[src/rtl/eret_pkg.sv]
package eret_pkg;

    typedef enum logic [1:0] {
        ST_IDLE   = 2'd0,
        ST_RETURN = 2'd1,
        ST_FAULT  = 2'd2
    } eret_state_e;

endpackage

[src/rtl/eret_fault_gate.sv]
module eret_fault_gate (
    input  logic req_i,
    input  logic user_mode_i,
    input  logic cu0_en_i,
    output logic accept_o,
    output logic fault_o
);
    logic denied;

    always_comb begin
        denied   = user_mode_i & ~cu0_en_i;
        accept_o = req_i & ~denied;
        fault_o  = req_i & denied;
    end
endmodule

[src/rtl/eret_target_split.sv]
module eret_target_split #(
    parameter int AW       = 32,
    parameter bit HAS_CISA = 1'b1
) (
    input  logic          erl_i,
    input  logic [AW-1:0] epc_i,
    input  logic [AW-1:0] errpc_i,
    output logic [AW-1:0] pc_o,
    output logic          isa_o
);
    logic [AW-1:0] target;

    always_comb target = erl_i ? errpc_i : epc_i;

    generate
        if (HAS_CISA) begin : g_cisa
            always_comb begin
                pc_o  = {target[AW-1:1], 1'b0};
                isa_o = target[0];
            end
        end else begin : g_plain
            always_comb begin
                pc_o  = target;
                isa_o = 1'b0;
            end
        end
    endgenerate
endmodule

[src/rtl/eret_shadow_pick.sv]
module eret_shadow_pick #(
    parameter int SW       = 4,
    parameter int ARCH_REV = 2
) (
    input  logic          accept_i,
    input  logic          erl_i,
    input  logic          bev_i,
    input  logic [SW-1:0] hss_i,
    input  logic [SW-1:0] pss_i,
    input  logic [SW-1:0] css_i,
    output logic [SW-1:0] css_next_o
);
    generate
        if (ARCH_REV >= 2) begin : g_restore
            logic swap;
            always_comb begin
                swap       = accept_i & ~erl_i & (hss_i != '0) & ~bev_i;
                css_next_o = swap ? pss_i : css_i;
            end
        end else begin : g_keep
            always_comb css_next_o = css_i;
        end
    endgenerate
endmodule

[src/rtl/eret_state_unit.sv]
module eret_state_unit
    import eret_pkg::*;
#(
    parameter int AW           = 32,
    parameter int SW           = 4,
    parameter int ARCH_REV     = 2,
    parameter bit HAS_CISA     = 1'b1,
    parameter bit NC_SUPPORTED = 1'b1
) (
    input  logic          clk_i,
    input  logic          rst_i,
    input  logic          req_i,
    input  logic          req_keep_ll_i,
    input  logic          erl_i,
    input  logic          exl_i,
    input  logic          bev_i,
    input  logic          user_mode_i,
    input  logic          cu0_en_i,
    input  logic          ll_i,
    input  logic [SW-1:0] hss_i,
    input  logic [SW-1:0] pss_i,
    input  logic [SW-1:0] css_i,
    input  logic [AW-1:0] epc_i,
    input  logic [AW-1:0] errpc_i,
    output logic [AW-1:0] pc_o,
    output logic          isa_mode_o,
    output logic          erl_o,
    output logic          exl_o,
    output logic [SW-1:0] css_o,
    output logic          ll_o,
    output logic          redirect_o,
    output logic          hazard_clr_o,
    output logic          fault_o,
    output logic          nc_cap_o
);
    localparam logic NC_ON = NC_SUPPORTED;

    eret_state_e   state_q, state_d;
    logic          accept, refuse;
    logic [AW-1:0] tgt_pc;
    logic          tgt_isa;
    logic [SW-1:0] css_next;
    logic          keep_ll;

    eret_fault_gate u_gate (
        .req_i       (req_i),
        .user_mode_i (user_mode_i),
        .cu0_en_i    (cu0_en_i),
        .accept_o    (accept),
        .fault_o     (refuse)
    );

    eret_target_split #(.AW(AW), .HAS_CISA(HAS_CISA)) u_target (
        .erl_i   (erl_i),
        .epc_i   (epc_i),
        .errpc_i (errpc_i),
        .pc_o    (tgt_pc),
        .isa_o   (tgt_isa)
    );

    eret_shadow_pick #(.SW(SW), .ARCH_REV(ARCH_REV)) u_shadow (
        .accept_i   (accept),
        .erl_i      (erl_i),
        .bev_i      (bev_i),
        .hss_i      (hss_i),
        .pss_i      (pss_i),
        .css_i      (css_i),
        .css_next_o (css_next)
    );

    always_comb keep_ll = req_keep_ll_i & NC_ON;

    // next-state rule, identical from every state
    always_comb begin
        state_d = ST_IDLE;
        unique case (state_q)
            ST_IDLE, ST_RETURN, ST_FAULT: begin
                if (accept)      state_d = ST_RETURN;
                else if (refuse) state_d = ST_FAULT;
                else             state_d = ST_IDLE;
            end
            default: state_d = ST_IDLE;
        endcase
    end

    always_ff @(posedge clk_i) begin
        if (rst_i) state_q <= ST_IDLE;
        else       state_q <= state_d;
    end

    // state-decoded pulses
    always_comb begin
        redirect_o   = 1'b0;
        hazard_clr_o = 1'b0;
        fault_o      = 1'b0;
        unique case (state_q)
            ST_RETURN: begin
                redirect_o   = 1'b1;
                hazard_clr_o = 1'b1;
            end
            ST_FAULT: fault_o = 1'b1;
            default: ;
        endcase
    end

    always_comb nc_cap_o = NC_ON;

    // registered state commit
    always_ff @(posedge clk_i) begin
        if (rst_i) begin
            pc_o       <= '0;
            isa_mode_o <= 1'b0;
            erl_o      <= 1'b0;
            exl_o      <= 1'b0;
            css_o      <= '0;
            ll_o       <= 1'b0;
        end else begin
            css_o <= css_next;
            if (accept) begin
                pc_o       <= tgt_pc;
                isa_mode_o <= tgt_isa;
                erl_o      <= 1'b0;
                exl_o      <= erl_i ? exl_i : 1'b0;
                ll_o       <= keep_ll ? ll_i : 1'b0;
            end else begin
                erl_o <= erl_i;
                exl_o <= exl_i;
                ll_o  <= ll_i;
            end
        end
    end

    // assertions
    assert_erl_path_R1: assert property (@(posedge clk_i) disable iff (rst_i)
        (req_i && erl_i && !(user_mode_i && !cu0_en_i)) |=> (!erl_o && exl_o == $past(exl_i)));

    assert_exl_path_R2: assert property (@(posedge clk_i) disable iff (rst_i)
        (req_i && !erl_i && !(user_mode_i && !cu0_en_i)) |=> (!exl_o && !erl_o));

    assert_keep_ll_R5: assert property (@(posedge clk_i) disable iff (rst_i)
        (req_i && req_keep_ll_i && NC_ON && !(user_mode_i && !cu0_en_i)) |=> (ll_o == $past(ll_i)));

    assert_clear_ll_R5: assert property (@(posedge clk_i) disable iff (rst_i)
        (req_i && !req_keep_ll_i && !(user_mode_i && !cu0_en_i)) |=> !ll_o);

    assert_redirect_pulse_R7: assert property (@(posedge clk_i) disable iff (rst_i)
        (req_i && !(user_mode_i && !cu0_en_i)) |=> (redirect_o && hazard_clr_o && !fault_o));

    assert_fault_inert_R8: assert property (@(posedge clk_i) disable iff (rst_i)
        (req_i && user_mode_i && !cu0_en_i) |=> (fault_o && !redirect_o && $stable(pc_o)
                                                 && erl_o == $past(erl_i) && ll_o == $past(ll_i)));

    assert_one_event_R7: assert property (@(posedge clk_i) disable iff (rst_i)
        $onehot0({redirect_o, fault_o}));

    generate
        if (HAS_CISA) begin : g_chk_cisa
            assert_pc_even_R4: assert property (@(posedge clk_i) disable iff (rst_i)
                redirect_o |-> !pc_o[0]);
        end
    endgenerate
endmodule

[config.mk]
export PLATFORM = sky130hd
export DESIGN_NAME = eret_state_unit
export DESIGN_NICKNAME = d
export VERILOG_FILES = /design/src/rtl/eret_pkg.sv /design/src/rtl/eret_fault_gate.sv /design/src/rtl/eret_target_split.sv /design/src/rtl/eret_shadow_pick.sv /design/src/rtl/eret_state_unit.sv
export SDC_FILE = /design/constraint.sdc
export NUM_CORES = 1
export LEC_CHECK = 0
export CAP_MARGIN = 10
export CORE_UTILIZATION = 40
export DETAILED_ROUTE_END_ITERATION = 16
export PLACE_DENSITY = 0.88
export SKIP_CTS_REPAIR_TIMING = 1
export SYNTH_ARGS = -nofsm -noshare
export SYNTH_HDL_FRONTEND = slang
export SYNTH_SLANG_ARGS = --single-unit
[constraint.sdc]
create_clock -name clk_i -period 1.65 [get_ports clk_i]
set_input_delay 0.33 -clock clk_i [delete_from_list [all_inputs] [get_ports clk_i]]
set_output_delay 0.33 -clock clk_i [all_outputs]
set_load 0.01 [all_outputs]
======== Yosys cells after proc, flatten, opt, wreduce, memory -nomap -nowiden ========
Index checks and enable logic that the tools add are counted.
cells by class
  equal/unequal tests ..................... 2
  muxes and demuxes ....................... 10
  bitwise operators ....................... 11
  reduce and logical (&&, ||, !) cells .... 6
operator list
  operator              count
  $mux W32              1
  $mux W1               7
  $and A1 B1 Y1         6
  $reduce_or A3 Y1      2
  $not A1 Y1            5
  $mux W4               1
  $reduce_bool A4 Y1    1
  $reduce_or A2 Y1      2
  $eq A2 B1 Y1 const B  1
  $eq A2 B2 Y1 const B  1
  $logic_not A2 Y1      1
  $mux W2               1
word-level totals
  register bits ........................... 41
  input bits .............................. 86
  output and inout port bits .............. 44
  logic and storage cells ................. 37

======== Logic depth before layout (Yosys ltp) ========
Gate-level depths: netlist of the first run.
  depth in word-level cells ............... 8
  gate-level depth with buffers ........... 6
  mapped depth without buffers ............ 4

======== Hierarchy ========
Synthesis of the first run repeated with hierarchy kept, for this count alone.
second synthesis, totals
  cell total of the unflattened synthesis .. 182
  area total of the unflattened synthesis .. 2145.8 µm²
by module, submodules not included
  module             times used  cells each  area an instance (µm²)  sequential area each (µm²)
  eret_state_unit    1           134         1495.2                  840.8
  eret_target_split  1           38          555.5                   0.0
  eret_shadow_pick   1           7           77.6                    0.0
  eret_fault_gate    1           3           17.5                    0.0

======== Least setup slack after synthesis of the first run ========
Ideal clock, no wire load.
  path type ............................... input port to flip-flop
  from .................................... input port cu0_en_i
  to ...................................... register isa_mode_o
  library setup time ...................... 0.126 ns
  arrival ................................. 1.018 ns
  data required time ...................... 1.524 ns
  path slack .............................. 0.505 ns
  stages on the path ...................... 6
  buffers on the path ..................... 2
  cell sequence ........................... nand2b_4 > and2_4 > buf_12 > buf_12 > nor2_2 > a211oi_2
on the way
  cells in the longest elaborated chain, start to end .. 4
RTL lines
  element               RTL line                text
  start, declared       eret_state_unit.sv:18   input logic cu0_en_i,
  $not A1 Y1            eret_fault_gate.sv:11   denied = user_mode_i & ~cu0_en_i;
  $and A1 B1 Y1         eret_fault_gate.sv:11
  $not A1 Y1            eret_fault_gate.sv:12   accept_o = req_i & ~denied;
  $and A1 B1 Y1         eret_fault_gate.sv:12
  end signal, assigned  eret_state_unit.sv:121  isa_mode_o <= tgt_isa;
  end, declared         eret_state_unit.sv:26   output logic isa_mode_o,
Every way passes these cells.
A chain may end at the register's enable or synchronous reset.

======== Worst setup path in the final report of the first run ========
  from .................................... register pc_o[31]
  to ...................................... output port pc_o[31]
RTL lines
  element                 RTL line                text
  start, declared         eret_state_unit.sv:25   output logic [AW-1:0] pc_o,
  start signal, assigned  eret_state_unit.sv:120  pc_o <= tgt_pc;
No word-level cell between the ends.

==> flow_metrics.env, run 1 <==
export IMPL_synth_top_area_share_pct=39.1
export IMPL_grt_pass1_wl_um=7620
export IMPL_outcome="complete, no violations"
export IMPL_yosysSeqAreaShare_pct=39.1
export IMPL_slowest_delay_ns=0.56
export IMPL_viasPerCell=4.80
export IMPL_first_pass_iters=4
export IMPL_p_comb_share_pct=28.9
export IMPL_clockBufferDepth=2
export IMPL_synth_edf_count=0
export IMPL_synth_most_common_cell="dfxtp_1"
export IMPL_hold_class="in2reg"
export IMPL_cp_cell_sequence="clkdlybuf4s50_1"
export IMPL_final_setup_tns_ns=0
export IMPL_synth_async_reset_ratio_pct=0
export IMPL_slew_violations=0
export IMPL_internal_power_w=0.00184
export IMPL_drt_wl_total_um=5020
export IMPL_finalCriticalPeriod_ns=1.53
export IMPL_power_leakage_nw=1.37
export IMPL_syn_avg_cell_area_um2=11.3
export IMPL_dp_hpwl_um=4010
export IMPL_finalClockSkew_ns=0.000821
export IMPL_worst_hold_slack_ns=0.354
export IMPL_hold_end="ll_o"
export IMPL_yosysWarnings=0
export IMPL_die_area_mm2=0.00554
export IMPL_hold_viol=0
export IMPL_ys_flop_type="dfxtp_1"
export IMPL_ant_nets=0
export IMPL_insertedDiodeCount=0
export IMPL_synth_area_top_cells="dfxtp_1 39%, a211oi_2 17%, mux2i_1 17%, nor2_2 6.0%, buf_12 2.9%"
export IMPL_synth_seq_cells=41
export IMPL_final_util_pct=71.1
export IMPL_worst_pin_slew_ns=0.509
export IMPL_critPathCaptureType="output pin"
export IMPL_tritoncts="done"
export IMPL_rsz0062_at_grt="false"
export IMPL_nets=395
export IMPL_core_area_mm2=0.00488
export IMPL_period_share_pct=92.9
export IMPL_crit_buf_inv=1
export IMPL_r2r_end="state_q[0]"
export IMPL_cp_start_kind="register"
export IMPL_cpMaxStageDelayCell="clkdlybuf4s50_1"
export IMPL_worstPathArrival_ns=1.20
export IMPL_cp_top_family="buffers and inverters"
export IMPL_gr_usage_all_layers_pct=18.2
export IMPL_synth_distinct_cells=24
export IMPL_initial_core_util_pct=43.0
export IMPL_die_w_um=74.4
export IMPL_grt_pass1_vias=1789
export IMPL_rr_worst_depth=2
export IMPL_clkTransAtPathRegs_ns=0.07
export IMPL_die_h_um=74.4
export IMPL_areaGrowthSynthToFinish_pct=65.5
export IMPL_max_cap_violations=0
export IMPL_yosys_top_cells_count="41 x dfxtp_1, 36 x mux2i_1, 29 x a211oi_2"
export IMPL_core_rowCount=25
export IMPL_dr_first_iter_drc_count=33
export IMPL_numCtsBuffers=5
export IMPL_drive_gt1_share_pct=22.7
export IMPL_synth_cells=186
export IMPL_syn_area_mm2=0.00210
export IMPL_remaining_drc_errors=0
export IMPL_grt_start_max_net_pins=30
export IMPL_overflow=0
export IMPL_htree_levels=2
export IMPL_pin_count=130
export IMPL_clock_latency_ns=0.29
export IMPL_cp_required_ns=1.32
export IMPL_peakVddDrop_uv=465
export IMPL_critPathMaxFanout=2
export IMPL_synth_net_count=272
export IMPL_min_from="rst_i"
export IMPL_vias=1803
export IMPL_r2r_start="state_q[1]"
export IMPL_place_gp_congestion=0.673
export IMPL_port_buffer_count=127
export IMPL_cts_sinks=41
export IMPL_swShare_pct=25.7
export IMPL_worst_setup_path_type="reg2out"
export IMPL_switching_power_w=0.000636
export IMPL_fmax_mhz=653
export IMPL_powerDensity_mw_per_mm2=713
export IMPL_clkPwrFrac_pct=26.4
export IMPL_setup_viol=0
export IMPL_power_share_sequential_pct=44.7
export IMPL_clockRootBuffer="clkbuf_8"
export IMPL_slew_headroom_pct=65.7
export IMPL_synth_top_area_cell="dfxtp_1"
export IMPL_r2r_setup_slack_ns=0.91
export IMPL_fillers=394
export IMPL_worstHoldPathCells=2
export IMPL_antenna_found_initial=0
export IMPL_post_drt_wl_per_cell_um=13.3
==> power by group through the flow <==
stage / sequential (W) / combinational, W / clock (W)
after detailed placement: 0.00113 / 0.000724 / 0
after floorplan: 0.00116 / 0.000311 / 0
after CTS: 0.00111 / 0.000727 / 0.000674
final: 0.00111 / 0.000715 / 0.000655
after global placement: 0.00112 / 0.000709 / 0
after global routing: 0.00111 / 0.000770 / 0.000714
==> flip-flops by register name, indices dropped and copies added, names as in the netlist <==
name        cells
isa_mode_o      1
ll_o            1
css_o           4
erl_o           1
state_q         2
exl_o           1
pc_o           31
==> placed cells by master, fill, tap and decap left out, types with 2 or more instances in the layout <==
master             n
a211oi_1           3
a211oi_2          29
buf_12             4
buf_2              2
buf_4              4
clkbuf_8           6
clkdlybuf4s50_1  122
conb_1             2
dfxtp_1           41
dlymetal6s2s_1     3
mux2i_1           36
nand2b_1           8
nor2_1            15
nor2_2            20
nor3b_1            3
==> layer usage <==
layer | vias to the layer above | track usage (%) | routed length (um)
li1 | 897 | - | -
met1 | 822 | 17.9 | 1830
met2 | 77 | 34.7 | 2570
met3 | 7 | 6.91 | 538
met4 | 0 | 5.87 | 74
met5 | - | 0 | 0
==> cells by family after synthesis <==
group / after synthesis / share of synthesized area (%)
AO/OA/AOI/OAI: 32 / 18.4
buffers and inverters: 19 / 8.53
flip-flops: 41 / 39.1
multiplexers: 36 / 17.2
other: 2 / 0.358
AND/OR/NAND/NOR: 56 / 16.4
==> layout make-up <==
cell class,instances,area [um^2],share of cell area [%]
flip-flops and latches,41,821,23.7
clock buffers,7,86.3,2.49
multi-input cells,126,1100,31.7
well taps,67,83.8,2.42
repair buffers,135,1380,39.7
==> worst max path at each step <==
stage | start | to | slack [ns] | depth (start not counted)
after floorplan | cu0_en_i | isa_mode_o | 0.51 | 6
after global placement | cu0_en_i | css_o[1] | -0.006 | 5
after detailed placement | cu0_en_i | css_o[3] | -0.04 | 5
after CTS | state_q[0] | hazard_clr_o | -0.09 | 2
after global routing | pc_o[28] | pc_o[28] | 0.07 | 1
final | pc_o[31] | pc_o[31] | 0.12 | 1
==> stage by stage <==
stage          power (W)  area [um^2]  std cells  setup slack (ns)
2_1_floorplan    0.00147         2100        186             0.505
3_3_place_gp     0.00183         3370        369          -0.00561
3_5_place_dp     0.00185         3370        369           -0.0445
4_1_cts          0.00251         3460        376           -0.0855
5_1_grt          0.00260         3470        376            0.0652
6_report         0.00248         3470        376             0.118
Power figures use the tool's default switching activity.
==> inputs of run 2 (changes only) <==
Settings changed: CORE_ASPECT_RATIO set to 2.
==> run 2 against run 1 <==
Net effect:
- sequential share of layout area shrank 0.31 points
- global-route usage grew 1.1 points
- final cell count shrank 1.1%
- non-clock buffer count grew 4
==> flow_metrics.env, run 2 (synthesis gave the netlist of run 1 again) <==
export IMPL_clkTransAtPathRegs_ns=0.07
export IMPL_final_util_pct=69.0
export IMPL_grt_pass1_vias=1803
export IMPL_startpoint="pc_o[27]"
export IMPL_grt_start_max_net_pins=33
export IMPL_finalCriticalPeriod_ns=1.54
export IMPL_cp_required_ns=1.32
export IMPL_cp_start_kind="register"
export IMPL_final_cell_mix="122 x clkdlybuf4s50_1, 41 x dfxtp_1, 36 x mux2i_1, 29 x a211oi_2, 20 x nor2_2"
export IMPL_slowest_delay_ns=0.58
export IMPL_rr_worst_depth=2
export IMPL_overflow=0
export IMPL_slew_violations=0
export IMPL_final_common_cell="clkdlybuf4s50_1"
export IMPL_largest_register_ffs=31
export IMPL_setup_viol=0
export IMPL_r2r_end="state_q[0]"
export IMPL_crit_buf_inv=1
export IMPL_areaGrowthSynthToFinish_pct=67.7
export IMPL_clock_latency_ns=0.28
export IMPL_core_rowCount=37
export IMPL_pin_count=130
export IMPL_critPathMaxFanout=2
export IMPL_power_leakage_nw=1.40
export IMPL_remaining_drc_errors=0
export IMPL_cts_sinks=41
export IMPL_gr_usage_all_layers_pct=19.3
export IMPL_die_area_mm2=0.00555
export IMPL_drt_wl_total_um=5100
export IMPL_grt_pass1_wl_um=7910
export IMPL_largest_register="pc_o"
export IMPL_nets=399
export IMPL_port_buffer_count=127
export IMPL_setup_worst_path_end="pc_o[27]"
export IMPL_clockBufferDepth=2
export IMPL_stdcell_area_mm2=0.00352
export IMPL_r2r_setup_slack_ns=0.92
export IMPL_cp_cell_sequence="clkdlybuf4s50_1"
export IMPL_worst_pin_slew_ns=0.516
export IMPL_post_drt_wl_per_cell_um=13.7
export IMPL_cpMaxStageDelayCell="clkdlybuf4s50_1"
export IMPL_drive_gt1_share_pct=24.2
export IMPL_clockRootBuffer="clkbuf_8"
export IMPL_total_power_w=0.00253
export IMPL_tritoncts="done"
export IMPL_antenna_found_initial=0
export IMPL_slew_headroom_pct=65.6
export IMPL_critPathCaptureType="output pin"
export IMPL_finalClockSkew_ns=0.000139
export IMPL_rsz0062_at_grt="false"
export IMPL_dp_hpwl_um=4120
export IMPL_initial_core_util_pct=41.2
export IMPL_die_w_um=53.2
export IMPL_numCtsBuffers=5
export IMPL_worstPathArrival_ns=1.21
export IMPL_htree_levels=2
export IMPL_dr_first_iter_drc_count=27
export IMPL_powerDensity_mw_per_mm2=718
export IMPL_worst_setup_path_type="reg2out"
export IMPL_peakVddDrop_uv=766
export IMPL_insertedDiodeCount=0
export IMPL_hold_viol=0
export IMPL_fmax_mhz=648
export IMPL_placed_cell_area_mm2=0.00340
export IMPL_outcome="complete, no violations"
export IMPL_cp_top_family="buffers and inverters"
export IMPL_die_h_um=104
export IMPL_reg_top3="pc_o: 31 flops, css_o: 4 flops, state_q: 2 flops"
export IMPL_core_area_mm2=0.00509
export IMPL_cp_depth=1
export IMPL_viasPerCell=4.90
export IMPL_place_gp_congestion=0.755
export IMPL_max_cap_violations=0
export IMPL_vias=1821
export IMPL_fin_ws_ns=0.106
export IMPL_dpl_worst_slack_ns=-0.0585
export IMPL_period_share_pct=93.6
export IMPL_hold_class="in2reg"
export IMPL_r2r_start="state_q[1]"
export IMPL_ant_nets=0
export IMPL_first_pass_iters=6
==> run 2: changes by cell type in the layout (fill, tap and decap cells not counted), sizes merged <==
cell	previous run	this run
buf	10	14
clkinv	0	1
==> run 2: power breakdown <==
part	leakage (nW)	switching, W	internal [W]
combinational	1.01	0.000281	0.000450
clock	0.0542	0.000311	0.000378
sequential	0.340	0.0000411	0.00106
total	1.40	0.000633	0.00189
==> run 2: worst min path at each step <==
stage,to,start,cells past startpoint
after detailed placement,pc_o[11],pc_o[11],2
after floorplan,state_q[1],req_i,2
after global placement,pc_o[9],pc_o[9],2
after CTS,exl_o,erl_i,3
final,erl_o,erl_i,2
after global routing,erl_o,erl_i,2
==> run 2: per-stage QoR <==
step                setup TNS, ns  instances  hold slack, ns
global route                    0        372           0.502
CTS                        -0.137        372           0.496
detailed placement         -0.469        364           0.491
global placement                0        364           0.486
floorplan                       0        186           0.468
finish                          0        372           0.493
==> run 2: area by class of cell <==
cell class,instances,area [um^2]
fill,398,1580
multi-input combinational,126,1100
clock inverter,1,5.00
tap,58,72.6
timing repair buffer,139,1420
clock buffer,7,96.3
sequential,41,821
==> run 2: per-layer routing <==
metal  track usage, %  wire [um]  vias to the layer above  share of wire [%]
met2             37.3       2990                       75                 59
met4             8.46        138                        0                2.7
li1                 -          -                      903                  -
met3             4.24        296                       10                5.8
met1             17.1       1680                      833                 33
met5                0          0                        -                  0
==> inputs of run 3 (changes only) <==
Settings changed: HOLD_SLACK_MARGIN set to 0.08.
==> results of run 3 <==
Final layout, timing and power as in run 2 (identical DEF).
